**config.mk**
```make
export PLATFORM = sky130hd
export DESIGN_NAME = cal_alarm_irq
export DESIGN_NICKNAME = d
export VERILOG_FILES = /design/src/rtl/cal_irq_pkg.sv /design/src/rtl/cal_irq_regs.sv /design/src/rtl/cal_alarm_match.sv /design/src/rtl/cal_irq_flags.sv /design/src/rtl/cal_alarm_irq.sv
export SDC_FILE = /design/constraint.sdc
export NUM_CORES = 1
export LEC_CHECK = 0
export ABC_AREA = 1
export BUFFER_PORTS_ARGS = -buffer_cell sky130_fd_sc_hd__buf_2
export CELL_PAD_IN_SITES_DETAIL_PLACEMENT = 1
export CELL_PAD_IN_SITES_GLOBAL_PLACEMENT = 1
export CORE_UTILIZATION = 36
export DETAILED_ROUTE_END_ITERATION = 8
export PLACE_DENSITY_LB_ADDON = 0.1
export SYNTH_ARGS = -nofsm -noshare
export SYNTH_HDL_FRONTEND = slang
export SYNTH_SLANG_ARGS = --single-unit
```
**constraint.sdc**
```tcl
create_clock -name clk -period 2.4 [get_ports clk]
set_input_delay 0.48 -clock clk [delete_from_list [all_inputs] [get_ports clk]]
set_output_delay 0.48 -clock clk [all_outputs]
set_load 0.01 [all_outputs]
```
**src/rtl/cal_irq_pkg.sv**
```systemverilog
`timescale 1ns/1ps
package cal_irq_pkg;

    localparam int unsigned REG_ADDR_W = 7;

    localparam logic [REG_ADDR_W-1:0] OFS_STATUS = 7'h00;
    localparam logic [REG_ADDR_W-1:0] OFS_INC_EN = 7'h0C;
    localparam logic [REG_ADDR_W-1:0] OFS_MASK   = 7'h10;
    localparam logic [REG_ADDR_W-1:0] OFS_ALARM0 = 7'h60;

    localparam int unsigned ST_INCR_BIT  = 0;
    localparam int unsigned ST_ALARM_BIT = 1;

    typedef struct packed {
        logic alarm;
        logic incr;
    } irq_flags_t;

    // True when the offset names one of nf word-aligned alarm slots
    function automatic logic is_alarm_slot(input logic [REG_ADDR_W-1:0] a,
                                           input int unsigned nf);
        int unsigned ai;
        ai = int'(a);
        return (ai >= int'(OFS_ALARM0)) && (ai < int'(OFS_ALARM0) + 4 * nf)
               && (a[1:0] == 2'b00);
    endfunction

endpackage

```
**src/rtl/cal_irq_regs.sv**
```systemverilog
`timescale 1ns/1ps
module cal_irq_regs
    import cal_irq_pkg::*;
#(
    parameter int unsigned NF      = 8,
    parameter int unsigned FIELD_W = 12,
    parameter int unsigned DATA_W  = 32
) (
    input  logic                     clk,
    input  logic                     rst,
    input  logic                     reg_wr,
    input  logic [REG_ADDR_W-1:0]    reg_addr,
    input  logic [DATA_W-1:0]        reg_wdata,
    input  irq_flags_t               flags,
    output logic [DATA_W-1:0]        reg_rdata,
    output logic [NF*FIELD_W-1:0]    alarm_flat,
    output logic [NF-1:0]            mask_q,
    output logic [NF-1:0]            en_q,
    output logic [1:0]               clr_req
);
    localparam int unsigned IDX_W = (NF > 1) ? $clog2(NF) : 1;

    logic [REG_ADDR_W-1:0] ofs;
    logic [IDX_W-1:0]      slot;
    logic                  hit_alarm;
    logic [FIELD_W-1:0]    alarm_q [NF];

    assign ofs       = reg_addr - OFS_ALARM0;
    assign slot      = ofs[IDX_W+1:2];
    assign hit_alarm = is_alarm_slot(reg_addr, NF);

    logic unused_bits;
    assign unused_bits = ^{ofs[1:0], ofs[REG_ADDR_W-1:IDX_W+2], reg_wdata[DATA_W-1:FIELD_W]};

    for (genvar g = 0; g < NF; g++) begin : g_alarm
        always_ff @(posedge clk) begin
            if (rst) begin
                alarm_q[g] <= '0;
            end else if (reg_wr && hit_alarm && slot == IDX_W'(g)) begin
                alarm_q[g] <= reg_wdata[FIELD_W-1:0];
            end
        end
        assign alarm_flat[g*FIELD_W +: FIELD_W] = alarm_q[g];
    end

    always_ff @(posedge clk) begin
        if (rst) begin
            mask_q <= '1;
            en_q   <= '0;
        end else if (reg_wr) begin
            if (reg_addr == OFS_MASK)   mask_q <= reg_wdata[NF-1:0];
            if (reg_addr == OFS_INC_EN) en_q   <= reg_wdata[NF-1:0];
        end
    end

    assign clr_req = (reg_wr && reg_addr == OFS_STATUS) ? reg_wdata[1:0] : 2'b00;

    always_comb begin
        reg_rdata = '0;
        if (reg_addr == OFS_STATUS) begin
            reg_rdata[ST_ALARM_BIT] = flags.alarm;
            reg_rdata[ST_INCR_BIT]  = flags.incr;
        end else if (reg_addr == OFS_INC_EN) begin
            reg_rdata[NF-1:0] = en_q;
        end else if (reg_addr == OFS_MASK) begin
            reg_rdata[NF-1:0] = mask_q;
        end else if (hit_alarm) begin
            reg_rdata[FIELD_W-1:0] = alarm_q[slot];
        end
    end

endmodule

```
**src/rtl/cal_alarm_match.sv**
```systemverilog
`timescale 1ns/1ps
module cal_alarm_match #(
    parameter int unsigned NF      = 8,
    parameter int unsigned FIELD_W = 12
) (
    input  logic [NF*FIELD_W-1:0] cur_fields,
    input  logic [NF*FIELD_W-1:0] alarm_flat,
    input  logic [NF-1:0]         mask_q,
    output logic                  match_now
);
    logic [NF-1:0] field_ok;

    for (genvar g = 0; g < NF; g++) begin : g_cmp
        assign field_ok[g] = mask_q[g] |
            (cur_fields[g*FIELD_W +: FIELD_W] == alarm_flat[g*FIELD_W +: FIELD_W]);
    end

    // A fully masked compare is treated as "alarm off", never as a match
    assign match_now = (&field_ok) & ~(&mask_q);

endmodule

```
**src/rtl/cal_irq_flags.sv**
```systemverilog
`timescale 1ns/1ps
module cal_irq_flags
    import cal_irq_pkg::*;
#(
    parameter int unsigned NF = 8
) (
    input  logic          clk,
    input  logic          rst,
    input  logic          match_now,
    input  logic [NF-1:0] inc_stb,
    input  logic [NF-1:0] en_q,
    input  logic [1:0]    clr_req,
    output irq_flags_t    flags,
    output logic          match_d
);
    logic inc_hit;
    logic match_rise;

    assign inc_hit    = |(inc_stb & en_q);
    assign match_rise = match_now & ~match_d;

    always_ff @(posedge clk) begin
        if (rst) begin
            match_d     <= 1'b0;
            flags.alarm <= 1'b0;
            flags.incr  <= 1'b0;
        end else begin
            match_d     <= match_now;
            flags.alarm <= (flags.alarm & ~clr_req[ST_ALARM_BIT]) | match_rise;
            flags.incr  <= (flags.incr  & ~clr_req[ST_INCR_BIT])  | inc_hit;
        end
    end

endmodule

```
**src/rtl/cal_alarm_irq.sv**
```systemverilog
`timescale 1ns/1ps
module cal_alarm_irq
    import cal_irq_pkg::*;
#(
    parameter int unsigned NF      = 8,
    parameter int unsigned FIELD_W = 12,
    parameter int unsigned DATA_W  = 32
) (
    input  logic                  clk,
    input  logic                  rst,
    input  logic [NF*FIELD_W-1:0] cur_fields,
    input  logic [NF-1:0]         inc_stb,
    input  logic                  reg_wr,
    input  logic [REG_ADDR_W-1:0] reg_addr,
    input  logic [DATA_W-1:0]     reg_wdata,
    output logic [DATA_W-1:0]     reg_rdata,
    output logic                  irq
);
    irq_flags_t            flags;
    logic [NF*FIELD_W-1:0] alarm_flat;
    logic [NF-1:0]         mask_q;
    logic [NF-1:0]         en_q;
    logic [1:0]            clr_req;
    logic                  match_now;
    logic                  match_d;
    logic                  alarm_flag;
    logic                  incr_flag;

    cal_irq_regs #(.NF(NF), .FIELD_W(FIELD_W), .DATA_W(DATA_W)) u_regs (
        .clk        (clk),
        .rst        (rst),
        .reg_wr     (reg_wr),
        .reg_addr   (reg_addr),
        .reg_wdata  (reg_wdata),
        .flags      (flags),
        .reg_rdata  (reg_rdata),
        .alarm_flat (alarm_flat),
        .mask_q     (mask_q),
        .en_q       (en_q),
        .clr_req    (clr_req)
    );

    cal_alarm_match #(.NF(NF), .FIELD_W(FIELD_W)) u_match (
        .cur_fields (cur_fields),
        .alarm_flat (alarm_flat),
        .mask_q     (mask_q),
        .match_now  (match_now)
    );

    cal_irq_flags #(.NF(NF)) u_flags (
        .clk       (clk),
        .rst       (rst),
        .match_now (match_now),
        .inc_stb   (inc_stb),
        .en_q      (en_q),
        .clr_req   (clr_req),
        .flags     (flags),
        .match_d   (match_d)
    );

    assign alarm_flag = flags.alarm;
    assign incr_flag  = flags.incr;
    assign irq        = alarm_flag | incr_flag;

endmodule

```
[Word level (Yosys, flattened, before mapping)]
Memory sizes are Yosys's and may differ from the RTL's.
Cells that the tools add are included.
Operators by class
  reductions and logical operators: 19
  bitwise gates (word level): 28
  $add $sub $neg: 1
  magnitude comparators: 1
  mux-type cells: 42
  equal/unequal tests: 17
Operator list (count)
  12-bit two-way mux: 9
  12-bit equality test: 8
  1-bit two-way mux: 26
  1-bit OR: 19
  8-bit two-way mux: 2
  8-bit AND reduction: 2
  3-bit equality test, second input constant: 4
  1-bit logical AND: 11
  10-bit two-way mux: 1
  8-bit AND: 1
  4-bit two-way mux: 2
  8-bit OR reduction: 1
  7-bit by 4-bit equality test with 1-bit output, second input constant: 1
  7-bit by 5-bit equality test with 1-bit output, second input constant: 1
  7-bit greater-or-equal comparator, second input constant: 1
  7-bit logical NOT: 1
  3-bit by 2-bit equality test with 1-bit output, second input constant: 2
  5-bit by 1-bit subtractor with 5-bit output, second input constant: 1
  1-bit AND: 4
  2-bit two-way mux: 2
  1-bit inverter: 4
  2-bit AND reduction: 2
  3-bit by 1-bit equality test with 1-bit output, second input constant: 1
  3-bit logical NOT: 1
  2-bit logical NOT: 1
Word-level totals
  RAM bits: 96
  output and inout bits: 33
  memories: 1
  logic and storage cells: 114
  input port bits: 146
  register bits: 19
Memories
  u_regs.alarm_q: words 8, bits a word 12, read ports 9, clocked after Yosys merged registers in 0, wr ports 8, line cal_irq_regs.sv:26  | logic [FIELD_W-1:0] alarm_q [NF];

[Depth between registers and ports, before layout]
  depth in word-level cells: 8
  mapped depth: 12
  depth with buffers taken out: 12

[Cells and area by module]
A second synthesis with hierarchy kept.
Unflattened totals
  cell total of the unflattened synthesis: 888
  area, all modules: 6861.6 um2
By module, submodules not included
  cal_irq_regs: seq. area each 3203.1 um2, times used 1, area an instance 5238.8 um2, cells each 582
  cal_alarm_match: seq. area each 0.0 um2, times used 1, area an instance 1448.9 um2, cells each 277
  cal_irq_flags: seq. area each 60.1 um2, times used 1, area an instance 162.7 um2, cells each 26
  cal_alarm_irq: seq. area each 0.0 um2, times used 1, area an instance 11.3 um2, cells each 3

[Least setup slack after synthesis]
No wires, ideal clock.
  path type: input-to-reg
  start point: input reg_addr[1]
  end point: memory u_regs.alarm_q[4][0], enable pin
  data required time: 2002 ps
  buffers on the path: 0
  arrival time: 2131 ps
  slack: -129 ps
  setup time: 398 ps
  stages on the path: 7
  path through: nor2_1 -> nand3_1 -> nor2_2 -> inv_2 -> nor2_4 -> inv_1 -> o21ai_0
RTL lines
  start: declaration: line cal_alarm_irq.sv:14  | input logic [REG_ADDR_W-1:0] reg_addr,
  end: declaration: line cal_irq_regs.sv:26

[Worst setup path after layout]
  start point: input reg_addr[3]
  end point: output reg_rdata[5]
On the way
  word-level cells in the longest chain between the ends: 6
  elaborated cells on any way between the ends: 11
  classes of those cells: add/sub: 1; order compare: 1; eq/ne: 2; mux: 4; reduce/logical: 2; memory: 1
RTL lines
  5-bit by 1-bit subtractor with 5-bit output or 7-bit greater-or-equal comparator (tied branches): line cal_irq_regs.sv:28, cal_irq_pkg.sv:24
  memory read 8 x 12 bit or 1-bit logical AND (tied branches)
  12-bit two-way mux: line cal_irq_regs.sv:67  | end else if (hit_alarm) begin
  8-bit two-way mux: line cal_irq_regs.sv:65  | end else if (reg_addr == OFS_MASK) begin
  8-bit two-way mux: line cal_irq_regs.sv:63  | end else if (reg_addr == OFS_INC_EN) begin
  10-bit two-way mux (*): line cal_irq_regs.sv:60  | if (reg_addr == OFS_STATUS) begin
  end: declaration: line cal_alarm_irq.sv:16  | output logic [DATA_W-1:0] reg_rdata,
Every way passes the cells marked *; elsewhere a longest branch is shown, timed or not.

==> reports/qor.json <==
{
  "worst_setup_path": {
    "timing_worst_setup_path_type": "in2out",
    "critPathRequiredTime_ps": 1920,
    "worst_r2r_path_depth": 8,
    "start_kind": "primary input",
    "path_max_fanout": 6,
    "critical_path_arrival_ps": 1870,
    "crit_path_end_kind": "output port",
    "cp-startpoint": "reg_addr[3]",
    "launch_point_of_the_worst_reg_to_reg_path": "u_regs.alarm_q[1][10]"
  },
  "detailed_routing": {
    "via_count": 5805,
    "drt_pass1_iterations": 4,
    "initial_drc_count": 356,
    "detail_route.wirelength_mm": 22.9,
    "vias_per_cell": 5.04,
    "wl_per_cell_microns": 19.9,
    "detail_route.drc_violations": 0,
    "ant_nets": 0
  },
  "place": {
    "place_congestion": 0.857,
    "io_buffers": 138,
    "post-place-cells": 1118,
    "place_hpwl_mm": 17.7
  },
  "floorplanning": {
    "die_height_microns": 137,
    "floorplan.die.width_microns": 137,
    "initial_utilization_pct": 36.7,
    "core-area_sq_um": 17900,
    "design.die.area_sq_um": 18800,
    "rows": 49,
    "boundaryPins": 179
  },
  "power": {
    "powerDensity_nw_per_um2": 677,
    "static-leakage-power_nw": 3.52,
    "ir_drop_v": 0.000466
  },
  "synthesis": {
    "post_synthesis_average_cell_area_sq_um": 8.99,
    "yosysSeqAreaShare_pct": 49.6,
    "yosys_warnings": 0,
    "netlist.area_leader.share_pct": 43.8,
    "synth_area_leader_cell": "sky130_fd_sc_hd__edfxtp_1",
    "synth.lib_cells_used.distinct": 43,
    "post_synth_main_area_contributors": "sky130_fd_sc_hd__edfxtp_1 44%, sky130_fd_sc_hd__xnor2_1 11%, sky130_fd_sc_hd__nor2_1 7.9%, sky130_fd_sc_hd__nand2_1 7.4%, sky130_fd_sc_hd__dfxtp_1 5.8%",
    "synthCells": 731,
    "synth.ff_latch_count": 115,
    "syn_area_sq_um": 6580
  },
  "grt": {
    "grtUsageMet2_pct": 44.7,
    "grt_pass1_vias": 5982,
    "global_route_track_usage_on_met1_pct": 30.7,
    "grt_overflow_total": 0,
    "maximum_number_of_pins_on_one_net_before_global_route_repair": 23,
    "gr-max-usage-layer": "met2",
    "antenna_found_initial": 0,
    "tot_gr_track_use_pct": 25.3,
    "met3_usage_pct": 3.81,
    "grt_first_pass_wirelength_mm": 33.8
  },
  "cells_and_area": {
    "n_antenna_cell": 0,
    "layout-drive-gt1-share_pct": 26.9,
    "area_growth_pct": 27.7,
    "finish.cell_count_without_fillers": 1151,
    "number_of_fill_cells_in_the_layout": 2138,
    "layout.core_utilization_pct": 46.9,
    "design.final.nets": 1056
  },
  "timing": {
    "grt_setup_unrepaired": "no",
    "worst-slew-pin-transition_ps": 770,
    "fin_worst_skew_ps": 7.02,
    "fmax_ghz": 0.426,
    "layout_min_cycle_time_ps": 2350,
    "relSlewSlack_pct": 48.6,
    "report.final.setup_viol": 0,
    "timing_hold_violations_final": 0,
    "drv_slew": 0,
    "layout_worst_path_cycle_share_pct": 97.8
  },
  "clock_tree": {
    "cts_tree": "done",
    "cts_sink_count": 115,
    "cts.clk_slew.worst_paths_ps": 60,
    "post-cts-setup-buffers": 0,
    "clk_latency_ps": 410,
    "numCtsBuffers": 17,
    "hold_buffers": 0,
    "cts-root-buf": "sky130_fd_sc_hd__clkbuf_16",
    "h-tree-depth": 4,
    "clock_tree.buffer_depth": 2
  },
  "run_status": {
    "outcome": "finished, final reports clean"
  },
  "worst_hold_path": {
    "worstHoldStart": "rst",
    "worst_hold_path_type": "in2reg",
    "hold-path-cell-count": 2
  },
  "flow_run": {
    "number_of_max_cap_violations": 0
  }
}
metal layers:
layer / routed length (microns) / part of all wire (%)
met3: 1020 / 4.5
met4: 536 / 2.3
met5: 0 / 0
met2: 11700 / 51
met1: 9610 / 42
cell usage in the layout, fill, tap and decap left out, drive strengths merged, types with 2 or more instances in the layout:
master / Yosys / layout
a21oi: 9 / 9
clkbuf: 7 / 20
edfxtp: 96 / 96
buf: 38 / 184
nor3: 3 / 3
o21a: 3 / 3
o211ai: 15 / 15
xnor2: 82 / 82
clkinv: 8 / 11
bufinv: 0 / 4
clkinvlp: 0 / 7
nor2: 143 / 143
a221oi: 2 / 2
or2: 4 / 4
o2111ai: 3 / 3
o22ai: 41 / 41
inv: 55 / 54
o31ai: 3 / 3
nand2: 131 / 131
dfxtp: 19 / 19
o21ai: 30 / 30
nand3: 24 / 24
nand4: 9 / 9
conb: 1 / 20
cells in the mapped netlist (all sizes together):
cell type,instances
nor2,143
nand2,131
edfxtp,96
xnor2,82
inv,55
o22ai,41
buf,38
o21ai,30
nand3,24
dfxtp,19
o211ai,15
a21oi,9
nand4,9
clkinv,8
clkbuf,7
or2,4
nor3,3
o2111ai,3
o21a,3
o31ai,3
a221oi,2
a22oi,1
a31oi,1
and3,1
conb,1
nor4,1
o31a,1
cell type report:
| class | instances | area [sq um] | share of cell area (%) |
|---|---|---|---|
| Sequential cell | 115 | 3260 | 38.9 |
| Multi-Input combinational cell | 527 | 2880 | 34.3 |
| Timing Repair Buffer | 186 | 1100 | 13.1 |
| Clock buffer | 18 | 429 | 5.11 |
| Tap cell | 229 | 287 | 3.41 |
| Inverter | 63 | 250 | 2.98 |
| Clock inverter | 13 | 186 | 2.22 |
metrics by stage:
step	total power [mW]	TNS, ps	instance area (sq um)	setup WS (ps)	hold slack (ps)
final	5.68	0	8400	53.8	236
after CTS	5.70	0	8320	2.10	221
after global placement	3.03	-401	7690	-113	485
after floorplan	2.73	-6200	6650	-129	455
after detailed placement	3.06	-613	7690	-137	495
after global routing	5.87	0	8400	0.193	225
worst max-delay path: stages:
cell,delay [ps]
sky130_fd_sc_hd__buf_4,150
sky130_fd_sc_hd__buf_4,160
sky130_fd_sc_hd__nand2_8,90
sky130_fd_sc_hd__buf_12,130
sky130_fd_sc_hd__o22ai_1,80
sky130_fd_sc_hd__o21ai_1,240
sky130_fd_sc_hd__buf_4,160
sky130_fd_sc_hd__nand3_1,90
sky130_fd_sc_hd__o211ai_1,110
sky130_fd_sc_hd__buf_2,160
where the power goes:
part	total, mW	internal (mW)	switching, mW
combinational	0.698	0.307	0.392
clock	2.64	1.73	0.916
sequential	2.34	2.25	0.0906
sequential cells by signal (all words and copies together), names as in the netlist:
name	flops
u_regs.alarm_q	96
u_flags.match_d	1
u_regs.en_q	8
u_flags.flags	2
u_regs.mask_q	8
cells by family (layout without fill, tap and decap cells):
family	after synthesis	in the layout	synth area share (%)
and+or+nand+nor	316	316	20.7
DFF	115	115	49.6
AOI/OAI and AO/OA	109	109	10.7
buffers and inverters	108	280	8.05
xor gates and xnor gates	82	82	10.9
other	1	20	0.0570
final timing paths:
| kind | endpoint | slack [ps] |
|---|---|---|
| max reg2reg | u_flags.match_d | 740 |
| min reg2reg | u_flags.flags[1] | 500 |
| max | reg_rdata[5] | 50 |
| min | u_flags.flags[0] | 240 |
timing repair:
action	CTS	global route
pin swaps	0	2
gates resized for setup	10	9
cloned	0	2
setup endpoints to repair	8	8
Power figures use the tool's default switching activity.
